## config.mk

```make
export PLATFORM = sky130hd
export DESIGN_NAME = tape_punch_ctl
export DESIGN_NICKNAME = d
export VERILOG_FILES = /design/src/rtl/tpp_pkg.sv /design/src/rtl/tpp_decoder.sv /design/src/rtl/tpp_cycle_timer.sv /design/src/rtl/tpp_flags.sv /design/src/rtl/tape_punch_ctl.sv
export SDC_FILE = /design/constraint.sdc
export NUM_CORES = 1
export LEC_CHECK = 0
export ABC_AREA = 1
export BUFFER_PORTS_ARGS = -buffer_cell sky130_fd_sc_hd__buf_2
export CORE_MARGIN = 4
export CORE_UTILIZATION = 50
export CTS_CLUSTER_SIZE = 16
export DETAILED_ROUTE_END_ITERATION = 12
export GPL_TIMING_DRIVEN = 0
export PLACE_DENSITY_LB_ADDON = 0.1
export SLEW_MARGIN = 20
export SYNTH_ARGS = -nofsm -noshare
export SYNTH_HDL_FRONTEND = slang
export SYNTH_HIERARCHICAL = 1
export SYNTH_SLANG_ARGS = --single-unit
```

## constraint.sdc

```tcl
create_clock -name clk -period 2.9 [get_ports clk]
set_clock_uncertainty 0.2 [all_clocks]
set_input_delay 0.58 -clock clk [delete_from_list [all_inputs] [get_ports clk]]
set_output_delay 0.58 -clock clk [all_outputs]
set_load 0.05 [all_outputs]
```

## src/rtl/tpp_pkg.sv

```systemverilog
package tpp_pkg;
    localparam int ACC_W  = 12;
    localparam int BYTE_W = 8;
    localparam int CODE_W = 3;

    typedef enum logic [CODE_W-1:0] {
        OP_IEN_CLR = 3'd0,
        OP_SKIP    = 3'd1,
        OP_CLR     = 3'd2,
        OP_BAD3    = 3'd3,
        OP_LOAD    = 3'd4,
        OP_BAD5    = 3'd5,
        OP_CLR_LD  = 3'd6,
        OP_BAD7    = 3'd7
    } op_e;

    typedef struct packed {
        logic ien_clr;
        logic test;
        logic flag_clr;
        logic load;
        logic bad;
    } cmd_t;

    function automatic cmd_t decode_op(input logic valid, input op_e op);
        cmd_t c;
        c = '0;
        if (valid) begin
            unique case (op)
                OP_IEN_CLR: c.ien_clr  = 1'b1;
                OP_SKIP:    c.test     = 1'b1;
                OP_CLR:     c.flag_clr = 1'b1;
                OP_LOAD:    c.load     = 1'b1;
                OP_CLR_LD: begin
                    c.flag_clr = 1'b1;
                    c.load     = 1'b1;
                end
                default:    c.bad      = 1'b1;
            endcase
        end
        return c;
    endfunction
endpackage

```

## src/rtl/tpp_decoder.sv

```systemverilog
module tpp_decoder
    import tpp_pkg::*;
(
    input  logic              valid,
    input  logic [CODE_W-1:0] code,
    output cmd_t              cmd
);
    always_comb cmd = decode_op(valid, op_e'(code));
endmodule

```

## src/rtl/tpp_cycle_timer.sv

```systemverilog
module tpp_cycle_timer #(
    parameter int WAIT_W = 24
) (
    input  logic              clk,
    input  logic              rst,
    input  logic              start,
    input  logic [WAIT_W-1:0] wait_len,
    output logic              busy,
    output logic              finish
);
    logic [WAIT_W-1:0] remain;

    assign finish = busy && (remain == '0) && !start;

    always_ff @(posedge clk) begin
        if (rst) begin
            busy   <= 1'b0;
            remain <= '0;
        end else if (start) begin
            busy   <= 1'b1;
            remain <= wait_len;
        end else if (busy) begin
            if (remain == '0) busy <= 1'b0;
            else              remain <= remain - 1'b1;
        end
    end
endmodule

```

## src/rtl/tpp_flags.sv

```systemverilog
module tpp_flags (
    input  logic clk,
    input  logic rst,
    input  logic flag_clr,
    input  logic flag_set,
    input  logic ien_clr,
    input  logic ien_set,
    output logic done,
    output logic ien
);
    always_ff @(posedge clk) begin
        if (rst) begin
            done <= 1'b0;
            ien  <= 1'b1;
        end else begin
            done <= (done && !flag_clr) || flag_set;
            if (ien_set)      ien <= 1'b1;
            else if (ien_clr) ien <= 1'b0;
        end
    end
endmodule

```

## src/rtl/tape_punch_ctl.sv

```systemverilog
module tape_punch_ctl
    import tpp_pkg::*;
#(
    parameter int WAIT_W = 24,
    parameter int POS_W  = 16
) (
    input  logic              clk,
    input  logic              rst,
    input  logic              iot_valid,
    input  logic [2:0]        iot_code,
    input  logic [11:0]       acc_in,
    input  logic [WAIT_W-1:0] wait_len,
    input  logic              attached,
    input  logic              ien_set,
    output logic [11:0]       acc_out,
    output logic              skip,
    output logic              illegal,
    output logic              rdr_ien_clr,
    output logic [7:0]        punch_byte,
    output logic              punch_strobe,
    output logic              done,
    output logic              pun_ien,
    output logic              irq,
    output logic [POS_W-1:0]  position
);
    cmd_t              cmd;
    logic              busy;
    logic              finish;
    logic [BYTE_W-1:0] buf_q;

    tpp_decoder u_dec (
        .valid (iot_valid),
        .code  (iot_code),
        .cmd   (cmd)
    );

    tpp_cycle_timer #(.WAIT_W(WAIT_W)) u_tmr (
        .clk      (clk),
        .rst      (rst),
        .start    (cmd.load),
        .wait_len (wait_len),
        .busy     (busy),
        .finish   (finish)
    );

    tpp_flags u_flg (
        .clk      (clk),
        .rst      (rst),
        .flag_clr (cmd.flag_clr),
        .flag_set (finish),
        .ien_clr  (cmd.ien_clr),
        .ien_set  (ien_set),
        .done     (done),
        .ien      (pun_ien)
    );

    always_ff @(posedge clk) begin
        if (rst) begin
            buf_q        <= '0;
            punch_strobe <= 1'b0;
            position     <= '0;
        end else begin
            if (cmd.load) buf_q <= acc_in[BYTE_W-1:0];
            punch_strobe <= finish && attached;
            if (finish && attached) position <= position + 1'b1;
        end
    end

    assign acc_out     = acc_in;
    assign skip        = cmd.test && done;
    assign illegal     = cmd.bad;
    assign rdr_ien_clr = cmd.ien_clr;
    assign punch_byte  = buf_q;
    assign irq         = done && pun_ien;
endmodule

```

==> reports/qor.txt, run 1 <==
# DRC: 0
GRT Residual Overflow: 0
Layout Utilization: 61.2%
drt initial violations: 167
maximum number of pins on one net before global-route repair: 17
post-DR wirelength/cell: 12.5 µm
Post-Route WL: 8.31 mm
initial antenna violation count: 0
nets: 633
clk root buf: clkbuf_8
Post-Route Setup TNS: 0 ns
Synth Flop Type: dfxtp_1
I/O pins: 87
Peak VDD IR: 0.000319 V
M1 GR Usage: 26.1%
row count: 29
largest cells by area after synthesis: dfxtp_1, nand2_1, nor2_1
Routed Antenna Nets: 0
number of post-CTS setup repair buffers: 0
# fillers: 619
DP Worst Slack: -0.0265 ns
Syn Std Cell Area: 3310 µm²
Core ar.: 6390 µm²
library cells used by synthesis: 37
hpwl dp: 6.36 mm
met3 Use GR: 3.69%
number of H-tree levels: 2
vias in the first global route: 3,090
RSZ-0062 raised after global routing: false
I/O Buffers: 82
first-pass GRT wire length: 13.7 mm
fmax: 0.390 GHz
All-Layer GR Usage: 21.6%
max-slew violations: 0
share of cells above drive strength 1: 27.6%
Fin. Hold Viols: 0
CTS tree: done
CTS clk-pin slew, worst paths: 0.10 ns
die height: 89.4 µm
area of the die: 7990 µm²
CP endpoint kind: flop
Final Cycle Share: 88.4%
initial core utilization: 51.8%
async set-reset flop share out of synthesis: 0%
crit path DAT: 2.57 ns
ant diodes: 0
worst slew pin tran: 0.753 ns
outcome: finished, final reports clean
static leakage: 1.92 nW
cts bufs inserted: 5
sequential area share after synthesis: 31.4%
Final min period: 2.56 ns
Yosys top cell area share: 31.4%
hold buffer count at cts: 0
syn avg cell area: 6.66 µm²
1st-pass router iterations: 5
routing usage on met2: 39.1%
clk buf depth: 2
mean number of vias per cell: 5.04
Mapped Cells: 497
warnings from Yosys: 6
largest area contributor in the netlist: dfxtp_1
Worst Path Class, Setup: reg2reg
hold crit path type: in2reg
EDFF count, synth: 0
Worst Path Required: 2.91 ns
net count after synthesis: 544
Layout area overhead: 18.1%
DR vias: 3,344
final setup fails: 0
Yosys reg bits: 52
slew margin rel.: 49.6%
GRT busiest layer: met2
Pwr Density: 511 nW/µm²
RD Place Congestion: 0.858
Worst-Skew Late Latency: 0.31 ns
Die W: 89.4 µm
post-CTS resize count: 0
Final Power: 0.00200 W
max_cap viols: 0
nature of the critical path startpoint: flop
CP max FO: 8
clk sinks: 52
Final WS setup: 0.336 ns
==> critical path: stages, from the launching register on <==
cell	delay, ns
dfxtp_1	0.33
inv_1	0.11
ha_1	0.18
nand3_1	0.10
nor4_1	0.31
nand2_1	0.11
nor3_2	0.29
nand2_2	0.21
nor3_4	0.30
nand2_1	0.10
o21ai_0	0.15
nor2_1	0.06
==> cells by family after synthesis <==
family / share of synthesized area [%]
multiplexers: 1.51
AO/OA/AOI/OAI: 12.4
AND/OR/NAND/NOR: 40.1
flip-flops: 31.4
adder cells (fa/ha/maj): 1.13
XOR/XNOR: 2.38
buffers and inverters: 11.1
==> power breakdown <==
part           total (W)  internal, W  switching, W
logic           0.000758     0.000272      0.000486
registers       0.000808     0.000756     0.0000517
clock network   0.000431     0.000173      0.000259
total            0.00200      0.00120      0.000797
==> synth_stat cells (8+ instances only) <==
cell and instances:
nand2_1 101, nor2_1 99, dfxtp_1 52, inv_1 50
nand3_1 30, a21oi_1 24, o21ai_0 24, a21oi_2 12
buf_4 12, nand2_2 10, nand4_1 10, nor2_2 9
xor2_1 8
==> placed cells by master (no fill, tap or decap), types with 2 or more instances in the layout <==
| master | count |
|---|---|
| nor2_2 | 9 |
| ha_1 | 3 |
| nand2_1 | 101 |
| dfxtp_1 | 52 |
| o21ai_1 | 3 |
| o21ai_0 | 24 |
| xor2_1 | 8 |
| buf_8 | 2 |
| a21oi_1 | 24 |
| nand2_4 | 3 |
| buf_6 | 2 |
| mux2i_1 | 5 |
| inv_1 | 50 |
| clkbuf_8 | 5 |
| nor2_1 | 99 |
| or2_2 | 2 |
| o21ai_2 | 4 |
| nand4_1 | 10 |
| nand2_2 | 10 |
| nor3_1 | 4 |
| a21oi_2 | 12 |
| and2_1 | 4 |
| nor2_4 | 6 |
| buf_4 | 12 |
| buf_2 | 87 |
| clkbuf_1 | 2 |
| nand3_1 | 30 |
==> flip-flops by register name, indices dropped and copies added, names as in the netlist <==
| name | count |
|---|---|
| u_tmr/remain | 24 |
| position | 16 |
| punch_byte | 8 |
| punch_strobe | 1 |
| u_flg/done | 1 |
| u_flg/ien | 1 |
| u_tmr/busy | 1 |
==> cell type report <==
type,count,area (µm²),share of cell area [%]
clock buffer,6,72.6,1.86
sequential,52,1040,26.6
tap,77,96.3,2.46
clock inverter,2,16.3,0.416
buffer,23,175,4.48
multi-input combinational,371,1910,48.8
timing repair buffer,82,410,10.5
inverter,51,191,4.89
==> routing by layer <==
metal	vias to the layer above	part of all wire [%]
met2	81	50
li1	1747	-
met4	0	1.0
met3	8	5.3
met1	1508	43
met5	-	0
==> path summary, 6_finish.rpt <==
check / start / endpoint / slack [ns] / depth (start not counted)
max: u_tmr/remain[0]$_SDFFE_PP0P_ / position[8]$_SDFFE_PP0P_ / 0.34 / 11
min reg2reg: u_flg/ien$_SDFFE_PP1P_ / u_flg/ien$_SDFFE_PP1P_ / 0.28 / 2
max reg2reg: u_tmr/remain[0]$_SDFFE_PP0P_ / position[8]$_SDFFE_PP0P_ / 0.34 / 11
min: ien_set / u_flg/ien$_SDFFE_PP1P_ / 0.27 / 3
==> per-stage QoR <==
stage | std cells | area [µm²] | hold slack, ns
3_3_place_gp | 656 | 3820 | 0.246
3_5_place_dp | 656 | 3820 | 0.253
6_report | 664 | 3910 | 0.266
4_1_cts | 664 | 3910 | 0.260
2_1_floorplan | 497 | 3310 | 0.277
5_1_grt | 664 | 3910 | 0.287
Power figures use the tool's default switching activity.
==> inputs of run 2 (changes only) <==
--- a/config.mk
+++ b/config.mk
@@ -8,7 +8,7 @@
 export ABC_AREA = 1
 export BUFFER_PORTS_ARGS = -buffer_cell sky130_fd_sc_hd__buf_2
 export CORE_MARGIN = 4
-export CORE_UTILIZATION = 50
+export CORE_UTILIZATION = 53
 export CTS_CLUSTER_SIZE = 16
 export DETAILED_ROUTE_END_ITERATION = 12
 export GPL_TIMING_DRIVEN = 0
==> run 2 against run 1 <==
Effect of this change:
- die area down 5.2%
- combinational power increased by 2.8%
- hold slack better by 0.0011 ns
- via count increased by 1.1%
- critical path depth unchanged
- core utilization grew 4.0 points
- clock power is essentially flat
- critical endpoint unchanged
- largest cell class unchanged
==> reports/qor.txt, run 2 (synthesis results as in run 1) <==
max reg flops: 24 (unchanged)
Worst Path Class, Setup: reg2reg
vias in the first global route: 3,178 (+2.8%)
nature of the critical path startpoint: flop
nets: 633 (unchanged)
max-slew violations: 0 (unchanged)
crit path DAT: 2.56 ns (about the same)
clk root buf: clkbuf_8
Top reg by flops: u_tmr/remain
max_cap viols: 0 (unchanged)
worst slew pin tran: 0.749 ns (-0.00441 ns)
# DRC: 0 (unchanged)
Post-Route Setup TNS: 0 ns (unchanged)
Post-Route WL: 8.34 mm (+0.42%)
commonest non-fill, non-tap cell in the layout: nand2_1
final setup fails: 0 (unchanged)
clk sinks: 52 (unchanged)
initial antenna violation count: 0 (unchanged)
number of H-tree levels: 2 (unchanged)
Final min period: 2.55 ns (-0.0167 ns)
Post-Place Cells: 654 (-0.30%)
1st-pass router iterations: 5 (unchanged)
post-CTS resize count: 0 (unchanged)
I/O Buffers: 82 (unchanged)
R2R Path End: position[8]$_SDFFE_PP0P_
DR vias: 3,382 (+1.1%)
Worst Setup EP: position[8]$_SDFFE_PP0P_
first-pass GRT wire length: 14.2 mm (+3.8%)
Worst-Skew Late Latency: 0.31 ns (about the same)
Core ar.: 5990 µm² (-6.2%)
ant diodes: 0 (unchanged)
WL met1: 3.85 mm (+6.9%)
CP max FO: 8 (unchanged)
RSZ-0062 raised after global routing: false
FF/Latch Area: 1040 µm² (unchanged)
R2R cell count: 11 (unchanged)
Hold Startpoint: ien_set
hold crit path type: in2reg
Fin. Hold Viols: 0 (unchanged)
commonest non-fill, non-tap cells in the layout: nand2_1, nor2_1, buf_2
CTS clk-pin slew, worst paths: 0.10 ns (about the same)
CTS tree: done
RD Place Congestion: 0.866 (+0.92%)
outcome: finished, final reports clean
Die W: 87.0 µm (-2.6%)
fmax: 0.393 GHz (+0.66%)
maximum number of pins on one net before global-route repair: 17 (unchanged)
# fillers: 581 (-6.1%)
GRT Residual Overflow: 0 (unchanged)
number of post-CTS setup repair buffers: 0 (unchanged)
Pwr Density: 515 nW/µm² (+0.87%)
DR top layer: met4
Final Cycle Share: 87.8% (-0.58 points)
mean number of vias per cell: 5.11 (+1.4%)
hold buffer count at cts: 0 (unchanged)
fin cells: 662 (-0.30%)
slew margin rel.: 49.9% (+0.30 points)
Routed Antenna Nets: 0 (unchanged)
cts bufs inserted: 5 (unchanged)
worst hold slack: 0.267 ns (+0.00106 ns)
static leakage: 1.92 nW (unchanged)
Peak VDD IR: 0.000353 V (+11%)
CP endpoint kind: flop
die height: 87.0 µm (-2.6%)
I/O pins: 87 (unchanged)
area of the die: 7580 µm² (-5.2%)
share of cells above drive strength 1: 27.6% (unchanged)
multi-input logic area: 1910 µm² (unchanged)
CP startpoint: u_tmr/remain[0]$_SDFFE_PP0P_
All-Layer GR Usage: 23.0% (+1.4 points)
reg-to-reg critical path startpoint: u_tmr/remain[0]$_SDFFE_PP0P_
metal2 WL: 3.75 mm (-10%)
Layout area overhead: 18.1% (about the same)
row count: 28 (-3.4%)
Worst Path Required: 2.92 ns (about the same)
DR WL met3: 675 µm (+53%)
drt initial violations: 158 (-5.4%)
initial core utilization: 55.3% (+3.4 points)
clk buf depth: 2 (unchanged)
post-DR wirelength/cell: 12.6 µm (+0.72%)
R2R Setup Slk: 0.35 ns (+0.02 ns)
hpwl dp: 6.40 mm (+0.63%)
-- run 2: cell counts in the layout (fill, tap and decap cells not counted) --
Identical to the previous run, type by type.
-- run 2: worst min path at each step --
stage	end	slack, ns	cells past startpoint
floorplan	u_tmr/remain[1]$_SDFFE_PP0P_	0.28	2
global placement	u_flg/ien$_SDFFE_PP1P_	0.24	2
detailed placement	u_flg/ien$_SDFFE_PP1P_	0.26	2
CTS	u_flg/ien$_SDFFE_PP1P_	0.27	3
global route	u_flg/ien$_SDFFE_PP1P_	0.28	3
finish	u_flg/ien$_SDFFE_PP1P_	0.27	3
-- run 2: metrics by stage --
step,setup WS (ns),instance area [µm²],total power (W),util [%]
4_1_cts,0.243,3900,0.00202,65.2
2_1_floorplan,0.599,3310,0.00141,-
3_3_place_gp,0.0824,3810,0.00157,63.7
3_5_place_dp,0.0454,3810,0.00158,63.7
6_report,0.352,3910,0.00201,65.2
5_1_grt,0.158,3910,0.00214,65.2
-- run 2: metal layers --
layer  up-vias  track usage, %
li1       1746               -
met1      1513            31.0
met2       115            37.4
met3         8            5.20
met4         0            5.38
met5         -               0
-- run 2: area by class of cell --
class,count,area share (%)
plain buffers,23,4.48
clock buffers,6,1.86
clock inverters,2,0.416
inverters,51,4.90
multi-input cells,371,48.8
flip-flops and latches,52,26.6
well taps,75,2.40
repair buffers,82,10.5
-- run 2: critical path, stage by stage (launching register included) --
cell and delay (ns):
dfxtp_1 0.34, inv_1 0.11, ha_1 0.19, nand3_1 0.09
nor4_1 0.32, nand2_1 0.14, nor3_2 0.24, nand2_2 0.20
nor3_4 0.31, nand2_1 0.10, o21ai_0 0.17, nor2_1 0.05
-- run 2: power by group --
part           total [W]  switching (W)  leakage [nW]  internal, W
sequential      0.000806      0.0000502         0.423     0.000756
combinational   0.000779       0.000506          1.45     0.000272
clock           0.000429       0.000256        0.0414     0.000172
total            0.00201       0.000813          1.92      0.00120
==> inputs of run 3 (changes only) <==
==> constraint.sdc (replaced) <==
create_clock -name clk -period 2.9 [get_ports clk]
set_clock_uncertainty 0.2 [all_clocks]
set_input_delay 0.29 -clock clk [delete_from_list [all_inputs] [get_ports clk]]
set_output_delay 0.29 -clock clk [all_outputs]
set_load 0.05 [all_outputs]
==> run 3 against run 2 <==
Effect of this change:
- sequential power about the same
- register-to-register slack about the same
- core utilization up 0.17 points
- critical path depth unchanged
- critical path type unchanged
- critical endpoint unchanged
==> reports/qor.txt, run 3 (synthesis results as in run 1) <==
outcome: finished, final reports clean
Cell Chain, Critical Path: inv_1, ha_1, nand3_1, nor4_1, nand2_1, nor3_2, nand2_2, nor3_4, nand2_1, o21ai_0, nor2_1
maximum number of pins on one net before global-route repair: 17 (unchanged)
area of the die: 7580 µm² (unchanged)
ant diodes: 0 (unchanged)
mean number of vias per cell: 5.11 (about the same)
# DRC: 0 (unchanged)
Fin. Hold Viols: 0 (unchanged)
Hold Path End: punch_byte[2]$_SDFFE_PP0P_
R2R Setup Slk: 0.36 ns (about the same)
initial core utilization: 55.3% (unchanged)
CP delay by family, top: simple AND/OR/NAND/NOR gates
row count: 28 (unchanged)
clk sinks: 52 (unchanged)
Final Cycle Share: 87.6% (-0.27 points)
CP max FO: 8 (unchanged)
DR vias: 3,385 (+0.089%)
R2R cell count: 11 (unchanged)
fmax: 0.394 GHz (+0.31%)
slew margin rel.: 50.8% (+0.87 points)
die height: 87.0 µm (unchanged)
nature of the critical path startpoint: flop
Die W: 87.0 µm (unchanged)
All-Layer GR Usage: 23.1% (about the same)
post-DR wirelength/cell: 12.5 µm (-0.96%)
CTS clk-pin slew, worst paths: 0.10 ns (about the same)
Worst Path Required: 2.91 ns (about the same)
reg-to-reg critical path startpoint: u_tmr/remain[0]$_SDFFE_PP0P_
CP endpoint kind: flop
Hold Startpoint: acc_in[2]
max_cap viols: 0 (unchanged)
first-pass GRT wire length: 14.2 mm (about the same)
commonest non-fill, non-tap cell in the layout: nand2_1
Worst-Skew Late Latency: 0.31 ns (about the same)
1st-pass router iterations: 4 (-1)
hpwl dp: 6.40 mm (unchanged)
RD Place Congestion: 0.866 (unchanged)
Layout area overhead: 18.4%
static leakage: 1.92 nW (+0.22%)
number of H-tree levels: 2 (unchanged)
Final min period: 2.54 ns (-0.00786 ns)
fin cells: 663 (+0.15%)
worst slew pin tran: 0.736 ns (-0.0130 ns)
Hold Path Depth: 3 (unchanged)
nets: 634 (+0.16%)
drt initial violations: 203 (+28%)
RSZ-0062 raised after global routing: false
Core ar.: 5990 µm² (unchanged)
# fillers: 578 (-0.52%)
Top cell by count, worst path: nand2_1
Post-Route Setup TNS: 0 ns (unchanged)
R2R Path End: position[8]$_SDFFE_PP0P_
I/O Buffers: 82 (unchanged)
crit path DAT: 2.55 ns (about the same)
share of cells above drive strength 1: 27.6% (-0.047 points)
Top reg by flops: u_tmr/remain
Peak VDD IR: 0.000351 V (-0.68%)
Worst Path Class, Setup: reg2reg
Post-Place Cells: 654 (unchanged)
clk buf depth: 2 (unchanged)
Slowest Stage Delay on Critical Path: 0.34 ns (about the same)
cts bufs inserted: 5 (unchanged)
hold crit path type: in2reg
I/O pins: 87 (unchanged)
Pwr Density: 512 nW/µm² (-0.56%)
initial antenna violation count: 0 (unchanged)
GRT Residual Overflow: 0 (unchanged)
Crit-path slowest cell: dfxtp_1
commonest non-fill, non-tap cells in the layout: nand2_1, nor2_1, buf_2
clk root buf: clkbuf_8
max reg flops: 24 (unchanged)
final setup fails: 0 (unchanged)
Buf+Inv Stages, Crit Path: 1 (unchanged)
Post-Route WL: 8.28 mm (-0.81%)
CTS tree: done
vias in the first global route: 3,181 (+0.094%)
max-slew violations: 0 (unchanged)
Routed Antenna Nets: 0 (unchanged)
[run 3: report_power, final]
group	internal, W	switching (W)	total [W]
Clock	0.000173	0.000253	0.000426
Combinational	0.000273	0.000502	0.000775
Sequential	0.000756	0.0000505	0.000807
Total	0.00120	0.000806	0.00201
[run 3: metal layers]
layer	vias to the layer above	routed length (µm)	GRT usage, %
met5	-	0	0
met4	0	70	5.38
met3	9	732	5.20
met2	115	3750	37.4
met1	1511	3730	31.1
li1	1750	-	-
[run 3: timing repair]
item	4_1_cts	5_1_grt
gates resized for setup	0	1
setup buffers	0	0
hold endpoints to repair	1	0
hold buffers	1	0
endpoints found under the setup margin	0	1
[run 3: metrics by stage]
stage	hold WS, ns	cell area [µm²]	util, %	total power, W	setup WS [ns]
2_1_floorplan	0.152	3310	-	0.00141	0.684
3_3_place_gp	0.243	3810	63.7	0.00157	0.328
3_5_place_dp	0.264	3810	63.7	0.00158	0.313
4_1_cts	0.00771	3910	65.3	0.00202	0.243
5_1_grt	0.0216	3920	65.4	0.00215	0.158
6_report	0.0156	3920	65.4	0.00201	0.360
[run 3: final cells by class]
class | instances | area, µm² | share of cell area (%)
Tap cell | 75 | 93.8 | 2.39
Timing Repair Buffer | 83 | 420 | 10.7
Clock inverter | 2 | 16.3 | 0.415
Inverter | 51 | 191 | 4.89
Clock buffer | 6 | 72.6 | 1.85
Multi-Input combinational cell | 371 | 1910 | 48.7
Sequential cell | 52 | 1040 | 26.6
Buffer | 23 | 175 | 4.47
[run 3: worst register-to-register path: stages, from the launching register on]
cell,delay (ns)
dfxtp_1,0.34
inv_1,0.11
ha_1,0.19
nand3_1,0.09
nor4_1,0.31
nand2_1,0.14
nor3_2,0.24
nand2_2,0.20
nor3_4,0.31
nand2_1,0.10
o21ai_0,0.17
nor2_1,0.05
[run 3: how the worst max path moves through the flow]
stage | from | cells after the start | endpoint
CTS | u_tmr/remain[0]$_SDFFE_PP0P_ | 11 | position[8]$_SDFFE_PP0P_
global placement | u_tmr/remain[0]$_SDFFE_PP0P_ | 11 | position[8]$_SDFFE_PP0P_
detailed placement | u_tmr/remain[0]$_SDFFE_PP0P_ | 11 | position[8]$_SDFFE_PP0P_
global route | u_tmr/remain[0]$_SDFFE_PP0P_ | 11 | position[8]$_SDFFE_PP0P_
floorplan | u_tmr/remain[0]$_SDFFE_PP0P_ | 11 | position[8]$_SDFFE_PP0P_
finish | u_tmr/remain[0]$_SDFFE_PP0P_ | 11 | position[8]$_SDFFE_PP0P_
